===== src/rtl/lcd_irq_pkg.sv =====
package lcd_irq_pkg;
  localparam int DW     = 32;
  localparam int BCH_W  = 3;
  localparam int SRC0_W = 13;

  // status 0 bit positions
  localparam int S0_LDD  = 0;
  localparam int S0_SOF  = 1;
  localparam int S0_BER  = 2;
  localparam int S0_ABC  = 3;
  localparam int S0_IU0  = 4;
  localparam int S0_IU1  = 5;
  localparam int S0_OU   = 6;
  localparam int S0_QD   = 7;
  localparam int S0_EOF  = 8;
  localparam int S0_BS   = 9;
  localparam int S0_SINT = 10;
  localparam int S0_RDST = 11;
  localparam int S0_CMD  = 12;
  localparam int S0_BCH  = 28;

  // control 0 mask positions
  localparam int C0_EN    = 0;
  localparam int C0_MLDD  = 3;
  localparam int C0_MSOF  = 4;
  localparam int C0_MIU   = 5;
  localparam int C0_MEOF  = 6;
  localparam int C0_MQD   = 11;
  localparam int C0_MBS   = 20;
  localparam int C0_MOU   = 21;
  localparam int C0_MRDST = 23;
  localparam int C0_MCMD  = 24;
  localparam int C5_MIU1  = 23;

  // per-channel field bases in status 1 / mask register
  localparam int S1_EOF_B = 8;
  localparam int S1_BS_B  = 16;

  localparam logic [DW-1:0] C0_KEEP = 32'h07ff_ffff;
  localparam logic [DW-1:0] C5_KEEP = 32'h3f3f_3f3f;
  localparam logic [DW-1:0] S0_W1C  = 32'h0000_0fff;
  localparam logic [DW-1:0] S1_W1C  = 32'h003e_3f3f;

  localparam logic [2:0] A_CTRL0 = 3'd0;
  localparam logic [2:0] A_CTRL5 = 3'd1;
  localparam logic [2:0] A_STAT0 = 3'd2;
  localparam logic [2:0] A_STAT1 = 3'd3;
  localparam logic [2:0] A_IDR   = 3'd4;
endpackage


===== src/rtl/lcd_irq_ctrl_regs.sv =====
module lcd_irq_ctrl_regs
  import lcd_irq_pkg::*;
(
  input  logic          clk_i,
  input  logic          rst_ni,
  input  logic          wr_c0_i,
  input  logic          wr_c5_i,
  input  logic [DW-1:0] wdata_i,
  output logic [DW-1:0] ctrl0_o,
  output logic [DW-1:0] ctrl5_o,
  output logic          qd_set_o
);
  logic [DW-1:0] ctrl0_q, ctrl5_q;

  always_ff @(posedge clk_i or negedge rst_ni) begin
    if (!rst_ni) begin
      ctrl0_q <= '0;
      ctrl5_q <= '0;
    end else begin
      if (wr_c0_i) ctrl0_q <= wdata_i & C0_KEEP;
      if (wr_c5_i) ctrl5_q <= wdata_i & C5_KEEP;
    end
  end

  // enable falling by software write -> quick disable done
  assign qd_set_o = wr_c0_i && ctrl0_q[C0_EN] && !wdata_i[C0_EN];
  assign ctrl0_o  = ctrl0_q;
  assign ctrl5_o  = ctrl5_q;
endmodule


===== src/rtl/lcd_irq_evt_decode.sv =====
module lcd_irq_evt_decode
  import lcd_irq_pkg::*;
#(
  parameter int NUM_CH = 7
) (
  input  logic [BCH_W-1:0]  ch_i,
  input  logic              sof_i,
  input  logic              eof_i,
  input  logic              bs_i,
  input  logic              ber_i,
  input  logic              iu_i,
  input  logic              sof_en_i,
  input  logic              eof_en_i,
  input  logic [NUM_CH-1:0] sof_msk_i,
  input  logic [NUM_CH-1:0] eof_msk_i,
  input  logic [NUM_CH-1:0] bs_msk_i,
  output logic [DW-1:0]     set0_o,
  output logic [DW-1:0]     set1_o,
  output logic              ber_o,
  output logic              touch_o
);
  logic              ch_ok, sof_rec, eof_rec, bs_rec;
  logic [NUM_CH-1:0] hit, unm;

  assign ch_ok   = {1'b0, ch_i} < (BCH_W+1)'(NUM_CH);
  assign sof_rec = sof_i && sof_en_i && ch_ok;
  assign eof_rec = eof_i && eof_en_i && ch_ok;
  assign bs_rec  = bs_i && ch_ok;
  assign ber_o   = ber_i && ch_ok;

  for (genvar g = 0; g < NUM_CH; g++) begin : g_ch
    assign hit[g] = ch_ok && (ch_i == BCH_W'(g));
    assign unm[g] = hit[g] && ((sof_rec && !sof_msk_i[g]) ||
                               (eof_rec && !eof_msk_i[g]) ||
                               (bs_rec  && !bs_msk_i[g]));
  end

  always_comb begin
    set0_o         = '0;
    set0_o[S0_SOF] = sof_rec && hit[0];
    set0_o[S0_EOF] = eof_rec && hit[0];
    set0_o[S0_BS]  = bs_rec && hit[0];
    set0_o[S0_BER] = ber_o;
    set0_o[S0_IU0] = iu_i && hit[0];
    set0_o[S0_IU1] = iu_i && hit[1];
    set1_o = '0;
    for (int k = 1; k < NUM_CH; k++) begin
      set1_o[k-1]        = sof_rec && hit[k];
      set1_o[k+S1_EOF_B-1] = eof_rec && hit[k];
      set1_o[k+S1_BS_B-1]  = bs_rec && hit[k];
    end
  end

  assign touch_o = (|unm) || ber_o;
endmodule


===== src/rtl/lcd_irq_status.sv =====
module lcd_irq_status
  import lcd_irq_pkg::*;
#(
  parameter int ID_W = 32
) (
  input  logic              clk_i,
  input  logic              rst_ni,
  input  logic [DW-1:0]     set0_i,
  input  logic [DW-1:0]     set1_i,
  input  logic [DW-1:0]     clr0_i,
  input  logic [DW-1:0]     clr1_i,
  input  logic              ber_i,
  input  logic [BCH_W-1:0]  ber_ch_i,
  input  logic              touch_i,
  input  logic [ID_W-1:0]   fid_i,
  input  logic [SRC0_W-1:0] msk0_i,
  input  logic [DW-1:0]     ctrl5_i,
  output logic [DW-1:0]     stat0_o,
  output logic [DW-1:0]     stat1_o,
  output logic [ID_W-1:0]   id_o,
  output logic              irq_o
);
  logic [DW-1:0]   stat0_q, stat1_q, stat0_n, stat1_n;
  logic [ID_W-1:0] id_q;
  logic            irq_q, irq_n;

  always_comb begin
    stat0_n = (stat0_q & ~clr0_i) | set0_i;
    if (touch_i && irq_q) stat0_n[S0_SINT] = 1'b1;
    if (ber_i) stat0_n[S0_BCH +: BCH_W] = ber_ch_i;
    stat1_n = (stat1_q & ~clr1_i) | set1_i;
    irq_n   = (|(stat0_q[SRC0_W-1:0] & ~msk0_i)) || (|(stat1_q & ~ctrl5_i));
  end

  always_ff @(posedge clk_i or negedge rst_ni) begin
    if (!rst_ni) begin
      stat0_q <= '0;
      stat1_q <= '0;
      id_q    <= '0;
      irq_q   <= 1'b0;
    end else begin
      stat0_q <= stat0_n;
      stat1_q <= stat1_n;
      irq_q   <= irq_n;
      if (touch_i && !irq_q) id_q <= fid_i;
    end
  end

  assign stat0_o = stat0_q;
  assign stat1_o = stat1_q;
  assign id_o    = id_q;
  assign irq_o   = irq_q;
endmodule


===== src/rtl/lcd_irq_agg.sv =====
module lcd_irq_agg
  import lcd_irq_pkg::*;
#(
  parameter int NUM_CH = 7,
  parameter int ID_W   = 32
) (
  input  logic             clk_i,
  input  logic             rst_ni,
  input  logic [BCH_W-1:0] evt_ch_i,
  input  logic [ID_W-1:0]  evt_fid_i,
  input  logic             evt_sof_en_i,
  input  logic             evt_eof_en_i,
  input  logic             evt_sof_i,
  input  logic             evt_eof_i,
  input  logic             evt_bs_i,
  input  logic             evt_ber_i,
  input  logic             evt_iu_i,
  input  logic             pnl_ldd_i,
  input  logic             pnl_abc_i,
  input  logic             pnl_ou_i,
  input  logic             pnl_rdst_i,
  input  logic             pnl_cmd_i,
  input  logic             reg_we_i,
  input  logic [2:0]       reg_addr_i,
  input  logic [DW-1:0]    reg_wdata_i,
  output logic [DW-1:0]    reg_rdata_o,
  output logic             irq_o
);
  logic [DW-1:0]     ctrl0, ctrl5, stat0, stat1;
  logic [DW-1:0]     dec_set0, dec_set1, set0, clr0, clr1;
  logic [ID_W-1:0]   id_q;
  logic [NUM_CH-1:0] sof_msk, eof_msk, bs_msk;
  logic [SRC0_W-1:0] msk0;
  logic              qd_set, ber_hit, touch;
  logic              wr_c0, wr_c5, wr_s0, wr_s1;

  assign wr_c0 = reg_we_i && (reg_addr_i == A_CTRL0);
  assign wr_c5 = reg_we_i && (reg_addr_i == A_CTRL5);
  assign wr_s0 = reg_we_i && (reg_addr_i == A_STAT0);
  assign wr_s1 = reg_we_i && (reg_addr_i == A_STAT1);

  lcd_irq_ctrl_regs u_ctrl (
    .clk_i    (clk_i),
    .rst_ni   (rst_ni),
    .wr_c0_i  (wr_c0),
    .wr_c5_i  (wr_c5),
    .wdata_i  (reg_wdata_i),
    .ctrl0_o  (ctrl0),
    .ctrl5_o  (ctrl5),
    .qd_set_o (qd_set)
  );

  // channel 0 masks live in control 0, the rest in control 5
  for (genvar g = 0; g < NUM_CH; g++) begin : g_msk
    if (g == 0) begin : g_c0
      assign sof_msk[g] = ctrl0[C0_MSOF];
      assign eof_msk[g] = ctrl0[C0_MEOF];
      assign bs_msk[g]  = ctrl0[C0_MBS];
    end else begin : g_c5
      assign sof_msk[g] = ctrl5[g-1];
      assign eof_msk[g] = ctrl5[g+S1_EOF_B-1];
      assign bs_msk[g]  = ctrl5[g+S1_BS_B-1];
    end
  end

  lcd_irq_evt_decode #(.NUM_CH(NUM_CH)) u_dec (
    .ch_i      (evt_ch_i),
    .sof_i     (evt_sof_i),
    .eof_i     (evt_eof_i),
    .bs_i      (evt_bs_i),
    .ber_i     (evt_ber_i),
    .iu_i      (evt_iu_i),
    .sof_en_i  (evt_sof_en_i),
    .eof_en_i  (evt_eof_en_i),
    .sof_msk_i (sof_msk),
    .eof_msk_i (eof_msk),
    .bs_msk_i  (bs_msk),
    .set0_o    (dec_set0),
    .set1_o    (dec_set1),
    .ber_o     (ber_hit),
    .touch_o   (touch)
  );

  always_comb begin
    set0          = dec_set0;
    set0[S0_LDD]  = pnl_ldd_i;
    set0[S0_ABC]  = pnl_abc_i;
    set0[S0_OU]   = pnl_ou_i;
    set0[S0_QD]   = qd_set;
    set0[S0_RDST] = pnl_rdst_i;
    set0[S0_CMD]  = pnl_cmd_i;

    clr0 = wr_s0 ? (reg_wdata_i & S0_W1C) : '0;
    if (wr_s0 && reg_wdata_i[S0_BER]) clr0[S0_BCH +: BCH_W] = '1;
    clr1 = wr_s1 ? (reg_wdata_i & S1_W1C) : '0;

    // 1 = not an interrupt source
    msk0          = '1;
    msk0[S0_LDD]  = ctrl0[C0_MLDD];
    msk0[S0_SOF]  = ctrl0[C0_MSOF];
    msk0[S0_IU0]  = ctrl0[C0_MIU];
    msk0[S0_IU1]  = ctrl5[C5_MIU1];
    msk0[S0_OU]   = ctrl0[C0_MOU];
    msk0[S0_QD]   = ctrl0[C0_MQD];
    msk0[S0_EOF]  = ctrl0[C0_MEOF];
    msk0[S0_BS]   = ctrl0[C0_MBS];
    msk0[S0_RDST] = ctrl0[C0_MRDST];
    msk0[S0_CMD]  = ctrl0[C0_MCMD];
  end

  lcd_irq_status #(.ID_W(ID_W)) u_stat (
    .clk_i    (clk_i),
    .rst_ni   (rst_ni),
    .set0_i   (set0),
    .set1_i   (dec_set1),
    .clr0_i   (clr0),
    .clr1_i   (clr1),
    .ber_i    (ber_hit),
    .ber_ch_i (evt_ch_i),
    .touch_i  (touch),
    .fid_i    (evt_fid_i),
    .msk0_i   (msk0),
    .ctrl5_i  (ctrl5),
    .stat0_o  (stat0),
    .stat1_o  (stat1),
    .id_o     (id_q),
    .irq_o    (irq_o)
  );

  always_comb begin
    case (reg_addr_i)
      A_CTRL0: reg_rdata_o = ctrl0;
      A_CTRL5: reg_rdata_o = ctrl5;
      A_STAT0: reg_rdata_o = stat0;
      A_STAT1: reg_rdata_o = stat1;
      A_IDR:   reg_rdata_o = DW'(id_q);
      default: reg_rdata_o = '0;
    endcase
  end
endmodule


===== config.mk =====
export PLATFORM = sky130hd
export DESIGN_NAME = lcd_irq_agg
export DESIGN_NICKNAME = d
export VERILOG_FILES = /design/src/rtl/lcd_irq_pkg.sv /design/src/rtl/lcd_irq_ctrl_regs.sv /design/src/rtl/lcd_irq_evt_decode.sv /design/src/rtl/lcd_irq_status.sv /design/src/rtl/lcd_irq_agg.sv
export SDC_FILE = /design/constraint.sdc
export NUM_CORES = 1
export LEC_CHECK = 0
export ABC_AREA = 0
export BUFFER_PORTS_ARGS = -buffer_cell sky130_fd_sc_hd__buf_4
export CORE_ASPECT_RATIO = 1.25
export CORE_MARGIN = 2
export CORE_UTILIZATION = 25
export CTS_CLUSTER_DIAMETER = 50
export DETAILED_ROUTE_END_ITERATION = 16
export SLEW_MARGIN = 20
export SYNTH_ARGS = -nofsm -noshare
export SYNTH_HDL_FRONTEND = slang
export SYNTH_SLANG_ARGS = --single-unit

===== constraint.sdc =====
create_clock -name clk_i -period 4.3 [get_ports clk_i]
set_input_delay 0.215 -clock clk_i [delete_from_list [all_inputs] [get_ports clk_i]]
set_output_delay 0.215 -clock clk_i [all_outputs]
set_load 0.02 [all_outputs]

# --- Yosys cells after proc, flatten, opt, wreduce, memory -nomap -nowiden ---
# Cells that the tools add are included.
op_classes:
  bitwise_logic: 10
  magnitude_cmp: 1
  n_eq_ne: 10
  mul: 0
  n_div: 0
  add_sub_neg: 0
  muxes: 6
  shifts: 0
  n_reduce_logical: 117
ops:
  columns: ["operator", "n"]
  rows:
  - ["32-bit case mux with 5 select lines", 1]
  - ["32-bit bitwise AND", 3]
  - ["1-bit logical AND", 73]
  - ["22-bit NOT with 32-bit output", 1]
  - ["30-bit NOT with 32-bit output", 1]
  - ["31-bit NOT with 32-bit output", 1]
  - ["32-bit by 13-bit bitwise OR with 32-bit output", 1]
  - ["32-bit by 22-bit bitwise OR with 32-bit output", 1]
  - ["32-bit OR reduction", 1]
  - ["1-bit logical NOT", 23]
  - ["22-bit two-way mux", 1]
  - ["1-bit logical OR", 16]
  - ["13-bit bitwise AND", 1]
  - ["13-bit NOT", 1]
  - ["13-bit OR reduction", 1]
  - ["3-bit by 2-bit equality test with 1-bit output, second input constant", 4]
  - ["3-bit equality test, second input constant", 4]
  - ["12-bit two-way mux", 1]
  - ["7-bit OR reduction", 1]
  - ["3-bit by 1-bit equality test with 1-bit output, second input constant", 2]
  - ["3-bit logical NOT", 2]
  - ["3-bit two-way mux", 2]
  - ["3-bit < comparator, second input constant", 1]
  - ["1-bit two-way mux", 1]
word_totals:
  regBits: 148
  input_bits: 85
  wordCells: 150
  latch_bits: 0
  mem_bits_rw: 0
  n_memories: 0
  out_inout_bits: 33
  romBits: 0

# --- Depth between registers and ports, before layout ---
# Gate-level depths: netlist (run 1).
logic_depth:
  word_depth: 10
  ltp_mapped: 7
  mapped_depth_nobuf: 5

# --- By module ---
# Synthesis (run 1) repeated with hierarchy kept, for this count alone.
unflattened:
  cells_unflattened: 709
  hier_area_um2: 8321.7
modules_own_cells:
  columns: ["module", "seq_area_each_um2", "cells_per_inst", "n_inst", "area_per_inst_um2"]
  rows:
  - ["lcd_irq_status", 2427.3, 311, 1, 4008.8]
  - ["lcd_irq_ctrl_regs", 1276.2, 123, 1, 2192.1]
  - ["lcd_irq_agg", 0.0, 159, 1, 1385.1]
  - ["lcd_irq_evt_decode", 0.0, 116, 1, 735.7]

# --- Least setup slack after synthesis (run 1) ---
# Ideal clock, no wire load.
synth_path:
  kind: "input port to flip-flop"
  from: "input evt_sof_en_i"
  to: "register u_stat.id_q[0] (netlist: u_stat.id_o[0])"
  arrival_time_ns: 1.848
  setup_time_ns: 0.125
  required_ns: 4.175
  setup_slack_ns: 2.327
  stages: 7
  n_path_buf: 2
  cell_sequence: "buf_2 > and3b_1 > o41a_1 > a211oi_2 > a31oi_2 > buf_6 > mux2_4"
synth_via:
  elab_chain_len: 9
  elab_cells_between_ends: 33
  classes_between: "33 x reduce/logical"
synth_lines:
  columns: ["item", "line_no", "text"]
  rows:
  - ["start: declaration", "lcd_irq_agg.sv:11", "input logic evt_sof_en_i,"]
  - ["1-bit logical AND (*) (2 in series)", "lcd_irq_evt_decode.sv:26", "assign sof_rec = sof_i && sof_en_i && ch_ok;"]
  - ["1-bit logical AND", "lcd_irq_evt_decode.sv:33", "assign unm[g] = hit[g] && ((sof_rec && !sof_msk_i[g]) ||"]
  - ["1-bit logical OR", "lcd_irq_evt_decode.sv:33", null]
  - ["1-bit logical OR", "lcd_irq_evt_decode.sv:34", "(eof_rec && !eof_msk_i[g]) ||"]
  - ["1-bit logical AND", "lcd_irq_evt_decode.sv:33", null]
  - ["7-bit OR reduction (*)", "lcd_irq_evt_decode.sv:54", "assign touch_o = (|unm) || ber_o;"]
  - ["1-bit logical OR (*)", "lcd_irq_evt_decode.sv:54", null]
  - ["1-bit logical AND (*)", "lcd_irq_status.sv:45", "if (touch_i && !irq_q) id_q <= fid_i;"]
  - ["end signal: assignment", "lcd_irq_status.sv:45", null]
  - ["end: declaration", "lcd_irq_status.sv:24", "logic [ID_W-1:0] id_q;"]
# Every way passes the cells marked *; elsewhere a longest branch is shown, timed or not.
# A chain may end at the register's enable or synchronous reset.

# --- Worst setup path after layout (run 1) ---
layout_path:
  from: "register u_ctrl.ctrl0_q[4] (netlist: u_ctrl.ctrl0_o[4])"
  to: "register u_stat.id_q[23] (netlist: u_stat.id_o[23])"
layout_via:
  elab_chain_len: 8
layout_lines:
  columns: ["item", "line_no", "text"]
  rows:
  - ["start: declaration", "lcd_irq_ctrl_regs.sv:13", "logic [DW-1:0] ctrl0_q, ctrl5_q;"]
  - ["start signal: assignment", "lcd_irq_ctrl_regs.sv:20", "if (wr_c0_i) ctrl0_q <= wdata_i & C0_KEEP;"]
  - ["1-bit logical NOT", "lcd_irq_evt_decode.sv:33", null]
  - ["1-bit logical AND", "lcd_irq_evt_decode.sv:33", null]
  - ["1-bit logical OR", "lcd_irq_evt_decode.sv:33", null]
  - ["1-bit logical OR", "lcd_irq_evt_decode.sv:34", null]
  - ["1-bit logical AND", "lcd_irq_evt_decode.sv:33", null]
  - ["7-bit OR reduction", "lcd_irq_evt_decode.sv:54", null]
  - ["1-bit logical OR", "lcd_irq_evt_decode.sv:54", null]
  - ["1-bit logical AND", "lcd_irq_status.sv:45", null]
# No other way between the ends.

==> results of run 1 <==
state kept, by name, summed over array words and instances, names as in the netlist:
name            cells
u_stat.stat0_o     16
u_stat.stat1_o     18
u_stat.id_o        32
u_ctrl.ctrl5_o     24
u_ctrl.ctrl0_o     27
u_stat.irq_o        1
metrics by stage:
stage | total power [W] | cells
2_1_floorplan | 0.00187 | 540
3_3_place_gp | 0.00215 | 922
3_5_place_dp | 0.00216 | 922
4_1_cts | 0.00363 | 962
5_1_grt | 0.00378 | 962
6_report | 0.00360 | 962
logic make-up (layout without fill, tap and decap cells):
family,after synthesis,count (layout)
flops,118,118
mux,112,112
simple gates,129,129
compound gates,116,116
buf+inv,65,195
per-layer routing:
| layer | global-route usage [%] | part of all wire, % | vias to the layer above |
|---|---|---|---|
| li1 | - | - | 2169 |
| met1 | 19.7 | 45 | 2321 |
| met2 | 23.9 | 48 | 159 |
| met3 | 3.92 | 5.6 | 25 |
| met4 | 4.63 | 1.8 | 0 |
| met5 | 0 | 0 | - |
repair_timing:
item,4_1_cts,5_1_grt
hold buffers,8,0
hold endpoints to repair,63,0
setup buffers,0,0
critical path, stage by stage, from the launching register on:
cell      delay (ns)
dfrtp_1         0.39
and3b_1         0.20
o41a_1          0.42
a211oi_2        0.33
a31oi_4         0.25
buf_12          0.29
mux2_4          0.32
power breakdown:
part           leakage [nW]  total (W)  internal [W]  switching, W
Combinational          1.84   0.000677      0.000363      0.000314
Sequential             1.38    0.00147       0.00131      0.000158
Clock                 0.283    0.00145      0.000916      0.000536
worst paths after layout:
path,startpoint,endpoint,slack [ns],cells after the start
max,u_ctrl.ctrl0_o[4]$_DFFE_PN0P_,u_stat.id_o[23]$_DFFE_PN0P_,1.97,6
min,evt_fid_i[12],u_stat.id_o[12]$_DFFE_PN0P_,0.03,2
max reg2reg,u_ctrl.ctrl0_o[4]$_DFFE_PN0P_,u_stat.id_o[23]$_DFFE_PN0P_,1.97,6
min reg2reg,u_stat.stat0_o[3]$_DFF_PN0_,u_stat.stat0_o[3]$_DFF_PN0_,0.48,1
max in group asynchronous,rst_ni,u_stat.id_o[3]$_DFFE_PN0P_,2.96,3
min in group asynchronous,rst_ni,u_stat.id_o[21]$_DFFE_PN0P_,0.42,2
placed cells by master, fill, tap and decap left out, drive strengths merged, types with 2 or more instances in the layout:
cell type | Yosys | layout
nand2b | 8 | 8
o2111ai | 2 | 2
bufinv | 0 | 3
a31oi | 4 | 4
nor2 | 40 | 40
o21ai | 18 | 18
or2 | 2 | 2
nor3b | 3 | 3
a21o | 6 | 6
nand2 | 53 | 53
dlygate4sd3 | 0 | 8
o22ai | 21 | 21
clkbuf | 18 | 18
nand3b | 8 | 8
a22oi | 7 | 7
and3b | 3 | 3
dfrtp | 118 | 118
a221oi | 3 | 3
o2bb2ai | 6 | 6
a22o | 11 | 11
mux2i | 36 | 36
clkinv | 0 | 5
clkinvlp | 0 | 4
o221ai | 2 | 2
inv | 31 | 33
buf | 16 | 124
nor2b | 6 | 6
a32o | 10 | 10
a21oi | 24 | 24
mux2 | 76 | 76
final cells by class:
cell class | instances | area, um^2
Timing Repair Buffer | 132 | 1020
Clock inverter | 14 | 178
Tap cell | 292 | 365
Inverter | 31 | 116
Fill cell | 2348 | 15800
Multi-Input combinational cell | 357 | 2750
Sequential cell | 118 | 2950
Clock buffer | 18 | 429
==> summary.log, run 1 <==
INFO  outcome        status=finished clean
INFO  logic_synthesis proportion_of_synthesized_area_in_mux_cells=22.3%
INFO  cts            cts_tree=done
INFO  detailed_routing drc=0
INFO  logic_synthesis yosys-top-cells-count=dfrtp_1, nand2_1, mux2_2, nor2_1, mux2i_1
INFO  logic_synthesis number_of_enable_type_register_cells_in_the_synthesized_netlist=0
INFO  sta            worst-slew-pin-transition=0.918ns
INFO  cts            cts_max_path_buffers=2
INFO  sta            max_slew_margin=38.7%
INFO  logic_synthesis synth_cell_type_count=39
INFO  global_route   grt_antenna_before_repair=0
INFO  sta            max_freq=429MHz
INFO  cts            numClockSinks=118
INFO  logic_synthesis seq_area_frac_synth=49.5%
INFO  setup_path     startpoint_type=flip-flop
INFO  logic_synthesis synth_adder_area_share=0%
INFO  global_route   grt_pass1_vias=4,813
INFO  cts            resized_gates_after_cts=0
INFO  place          place.gp.congestion=0.935
INFO  logic_synthesis synth.top_cell.area_share=49.5%
INFO  cts            root_buffer=clkbuf_16
INFO  finish         post-route-util=33.1%
INFO  detailed_routing detailedRoute.firstIterationViolations=356
INFO  die            die_y=177um
INFO  detailed_routing viasPerCell=4.86
INFO  logic_synthesis compound_cell_area_share_of_the_yosys_netlist=13.5%
INFO  die            floorplan.die_area=25,100um^2
INFO  logic_synthesis synth_flop_cell=dfrtp_1
INFO  worst_hold_path worstHoldPathType=in -> reg
INFO  global_route   gr-total-overflow=0
INFO  logic_synthesis largest_cells_by_area_after_synthesis=dfrtp_1, mux2_2, mux2_4, mux2i_1, nand2_1
INFO  logic_synthesis post-synth-top-count-cell=dfrtp_1
INFO  cts            cts_htree_levels=4
INFO  sta            skew=0.0110ns
INFO  place          portBuffers=115
INFO  die            floorplan.initialDensity=25.3%
INFO  sta            timing.final.hold_violations=0
INFO  logic_synthesis postSynthAreaPerCell=11.0um^2
INFO  flow_run       timing.max_cap.violations=0
INFO  finish         finish.net_count=742
INFO  detailed_routing drt-wirelength-per-cell=19.0um
INFO  detailed_routing vias=4,674
INFO  sta            grt_setup_unrepaired=no
INFO  finish         layout-drive-gt1-share=35.2%
INFO  sta            layout_min_cycle_time=2.33ns
INFO  cts            worst_setup_hold_path_clk_slew=0.06ns
INFO  finish         antenna_cells=0
INFO  detailed_routing detail-route-antenna-nets=0
INFO  logic_synthesis netlist.top_cell.by_area=dfrtp_1
INFO  place          placement.setup.worst_slack=1.74ns
INFO  logic_synthesis main_combinational_cell_family_by_area_after_synthesis=multiplexers
INFO  logic_synthesis syn_inst_count=540
INFO  setup_path     critical_path_arrival=2.62ns
INFO  logic_synthesis synthArstFlopShare=100%
INFO  die            core=23,600um^2
INFO  finish         layout.cell_area.non_filler=7810um^2
INFO  die            core.rowCount=63
INFO  logic_synthesis synth.yosys.warnings=0
INFO  logic_synthesis number_of_register_bits_inferred_by_synthesis=118
INFO  logic_synthesis synth_simple_gate_area_share=9.97%
INFO  place          placed_area=7120um^2
INFO  logic_synthesis syn_area=5960um^2
INFO  place          detailedPlacementHpwl=13,100um
INFO  die            floorplan.die.width=142um
INFO  setup_path     worstPathMaxFanout=27
INFO  global_route   track_usage=14.9%
INFO  setup_path     cp.required=4.59ns
INFO  logic_synthesis postSynthNetCount=625
INFO  setup_path     cp-end-kind=flip-flop
INFO  detailed_routing totalWireLength=18,300um
INFO  sta            final-max-slew-violation-count=0
INFO  global_route   grt_start_max_net_pins=59
INFO  sta            setup_viol=0
INFO  finish         syn_to_final_growth=31.0%
INFO  logic_synthesis synth_xor_xnor_area_share=0%
INFO  die            io_pins=118
INFO  detailed_routing drt_first_pass_iters=5
INFO  power          p_per_area=460nW/um^2
INFO  setup_path     crit_type=reg -> reg
INFO  cts            insertion_delay=0.42ns
INFO  cts            tritoncts.num_buffers=17
INFO  sta            final_min_period_over_clock_period=54.2%
INFO  global_route   first_pass_grt_wire_length=28,000um
INFO  sta            post_route_hold_slack=0.0264ns
INFO  power          vdd_drop_max=0.000236V
INFO  sta            final.setup.worst_slack=1.97ns
INFO  power          leakagePower=3.51nW
INFO  sta            setup_total_negative_slack=0ns
(Power assumes the default switching activity.)
==> run 2, diff against run 1 <==
==> constraint.sdc (replaced) <==
create_clock -name clk_i -period 2.15 [get_ports clk_i]
set_input_delay 0.1075 -clock clk_i [delete_from_list [all_inputs] [get_ports clk_i]]
set_output_delay 0.1075 -clock clk_i [all_outputs]
set_load 0.02 [all_outputs]
==> summary.log, run 2 (synthesis results as in run 1) <==
INFO  place          place.gp.congestion=0.877 [was 0.935]
INFO  cts            cts_tree=done [unchanged]
INFO  die            core.rowCount=63 [unchanged]
INFO  detailed_routing drc=0 [unchanged]
INFO  detailed_routing totalWireLength=19,200um [was 18,300 um]
INFO  sta            skew=0.00736ns [was 0.0110 ns]
INFO  flow_run       timing.max_cap.violations=0 [unchanged]
INFO  global_route   gr-total-overflow=0 [unchanged]
INFO  place          detailedPlacementHpwl=14,000um [was 13,100 um]
INFO  place          portBuffers=115 [unchanged]
INFO  sta            worst-slew-pin-transition=0.694ns [was 0.918 ns]
INFO  sta            max_slew_margin=53.4% [was 38.7%]
INFO  die            io_pins=118 [unchanged]
INFO  finish         finish.net_count=822 [was 742]
INFO  sta            max_freq=482MHz [was 429 MHz]
INFO  power          vdd_drop_max=0.000346V [was 0.000236 V]
INFO  die            core=23,600um^2 [unchanged]
INFO  worst_hold_path worstHoldStart=evt_sof_en_i [was evt_fid_i[12]]
INFO  detailed_routing drt_first_pass_iters=4 [was 5]
INFO  detailed_routing vias=4,963 [was 4,674]
INFO  cts            cts_max_path_buffers=2 [unchanged]
INFO  sta            layout_min_cycle_time=2.07ns [was 2.33 ns]
INFO  setup_path     startpoint=u_ctrl.ctrl0_o[4]$_DFFE_PN0P_ [unchanged]
INFO  setup_path     timing.rr.start=u_ctrl.ctrl0_o[4]$_DFFE_PN0P_ [unchanged]
INFO  finish         layout_commonest_cell=buf_4 [unchanged]
INFO  outcome        status=finished clean [unchanged]
INFO  die            floorplan.initialDensity=25.3% [unchanged]
INFO  setup_path     cp.required=2.44ns [was 4.59 ns]
INFO  power          p_int=0.00519W [was 0.00259 W]
INFO  die            die_y=177um [unchanged]
INFO  detailed_routing drt-wirelength-per-cell=18.4um [was 19.0 um]
INFO  power          pwr-share-clk=38.7% [was 40.4%]
INFO  cts            tritoncts.num_buffers=17 [unchanged]
INFO  global_route   grt_pass1_vias=5,224 [was 4,813]
INFO  power          p_per_area=841nW/um^2 [was 460 nW/um^2]
INFO  setup_path     cp-end-kind=flip-flop [unchanged]
INFO  sta            setup_viol=0 [unchanged]
INFO  setup_path     critical_path_arrival=2.37ns [was 2.62 ns]
INFO  cts            numClockSinks=118 [unchanged]
INFO  finish         layout.cells.most_common_list=buf_4, dfrtp_1, dlygate4sd3_1, nand2_1, mux2_2 [was buf_4, dfrtp_1, nand2_1, mux2_2, nor2_1]
INFO  detailed_routing viasPerCell=4.76 [was 4.86]
INFO  sta            setup_total_negative_slack=0ns [unchanged]
INFO  cts            setup_buffers_after_cts=0 [unchanged]
INFO  global_route   first_pass_grt_wire_length=30,000um [was 28,000 um]
INFO  setup_path     crit_type=reg -> reg [unchanged]
INFO  power          seq_power_share=40.6% [was 40.8%]
INFO  global_route   grt_start_max_net_pins=119 [was 59]
INFO  worst_hold_path worstHoldPathType=in -> reg [unchanged]
INFO  die            floorplan.die_area=25,100um^2 [unchanged]
INFO  finish         syn_to_final_growth=44.4% [was 31.0%]
INFO  sta            final-max-slew-violation-count=0 [unchanged]
INFO  sta            final_min_period_over_clock_period=96.4% [was 54.2%]
INFO  cts            insertion_delay=0.42ns [about the same]
INFO  global_route   grt_antenna_before_repair=0 [unchanged]
INFO  die            floorplan.die.width=142um [unchanged]
INFO  finish         layout-drive-gt1-share=33.9% [was 35.2%]
INFO  power          swShare=28.3% [was 28.0%]
INFO  cts            cts_htree_levels=4 [unchanged]
INFO  sta            timing.final.hold_violations=0 [unchanged]
INFO  cts            root_buffer=clkbuf_16 [unchanged]
INFO  power          leakagePower=3.87nW [was 3.51 nW]
INFO  sta            grt_setup_unrepaired=no [unchanged]
INFO  detailed_routing detailedRoute.firstIterationViolations=360 [was 356]
INFO  detailed_routing detail-route-antenna-nets=0 [unchanged]
INFO  setup_path     worstPathMaxFanout=13 [was 27]
INFO  global_route   track_usage=15.7% [was 14.9%]
INFO  power          relative_contribution_of_combinational_cells_to_total_power=20.7% [was 18.8%]
INFO  finish         antenna_cells=0 [unchanged]
INFO  finish         flip_flop_count_of_the_largest_register_after_layout=32 [unchanged]
INFO  cts            worst_setup_hold_path_clk_slew=0.06ns [about the same]
INFO  finish         post-route-util=36.5% [was 33.1%]
INFO  setup_path     startpoint_type=flip-flop [unchanged]
INFO  power          net-switching-power=0.00204W [was 0.00101 W]
## run 2: cell count changes in the layout (fill, tap and decap cells not counted), moves of 2 or more
cell / change
buf_12: +4
buf_4: +13
clkinv_2: +2
clkinv_4: +2
clkinvlp_4: -2
dlygate4sd3_1: +63
inv_6: -2
## run 2: power by group through the flow
stage / Sequential [W] / Combinational (W) / Clock [W]
after detailed placement: 0.00297 / 0.00140 / 0
after global placement: 0.00296 / 0.00138 / 0
final: 0.00293 / 0.00150 / 0.00280
after global routing: 0.00299 / 0.00164 / 0.00297
after floorplan: 0.00285 / 0.000896 / 0
after CTS: 0.00293 / 0.00151 / 0.00287
## run 2: area by class of cell
cell class                      instances  area (um^2)
Clock buffer                           18          439
Clock inverter                         14          154
Fill cell                            2355        15000
Inverter                               31          116
Multi-Input combinational cell        357         2750
Sequential cell                       118         2950
Tap cell                              292          365
Timing Repair Buffer                  212         1830
## run 2: worst paths after layout
check	endpoint	slack, ns	cells past startpoint
max	u_stat.id_o[27]$_DFFE_PN0P_	0.08	6
min	u_stat.stat0_o[1]$_DFF_PN0_	0.02	2
max reg2reg	u_stat.id_o[27]$_DFFE_PN0P_	0.08	6
min reg2reg	u_stat.stat0_o[3]$_DFF_PN0_	0.48	1
max in group asynchronous	u_ctrl.ctrl5_o[21]$_DFFE_PN0P_	1.29	3
min in group asynchronous	u_ctrl.ctrl0_o[19]$_DFFE_PN0P_	0.31	3
## run 2: worst max-delay path: stages (launching register included)
cell      delay [ns]
dfrtp_1         0.36
and3b_1         0.19
o41a_1          0.44
a211oi_4        0.27
a31oi_4         0.18
buf_12          0.22
mux2_4          0.30
## run 2: what timing repair did
item / 4_1_cts / 5_1_grt
hold buffers: 71 / 0
endpoints found under the hold margin: 218 / 0
endpoints found under the setup margin: 0 / 32
gates resized for setup: 0 / 1
## run 2: through the flow
stage	std cells	area [um^2]	setup WS (ns)	hold slack [ns]	power [W]
6_report	1042	8610	0.0769	0.0188	0.00724
5_1_grt	1042	8610	0.0255	0.0188	0.00760
4_1_cts	1042	8600	0.0368	0.000714	0.00731
3_5_place_dp	939	7300	0.0396	0.268	0.00437
3_3_place_gp	939	7300	0.0694	0.266	0.00434
2_1_floorplan	540	5960	0.192	-0.188	0.00374
## run 2: layer usage
metal  vias to the layer above  global-route usage [%]  wire length (um)
met5                         -                       0                 0
met4                         0                    4.83               329
met3                        28                    3.68               881
met2                       129                    25.7              9260
met1                      2474                    20.7              8750
li1                       2332                       -                 -
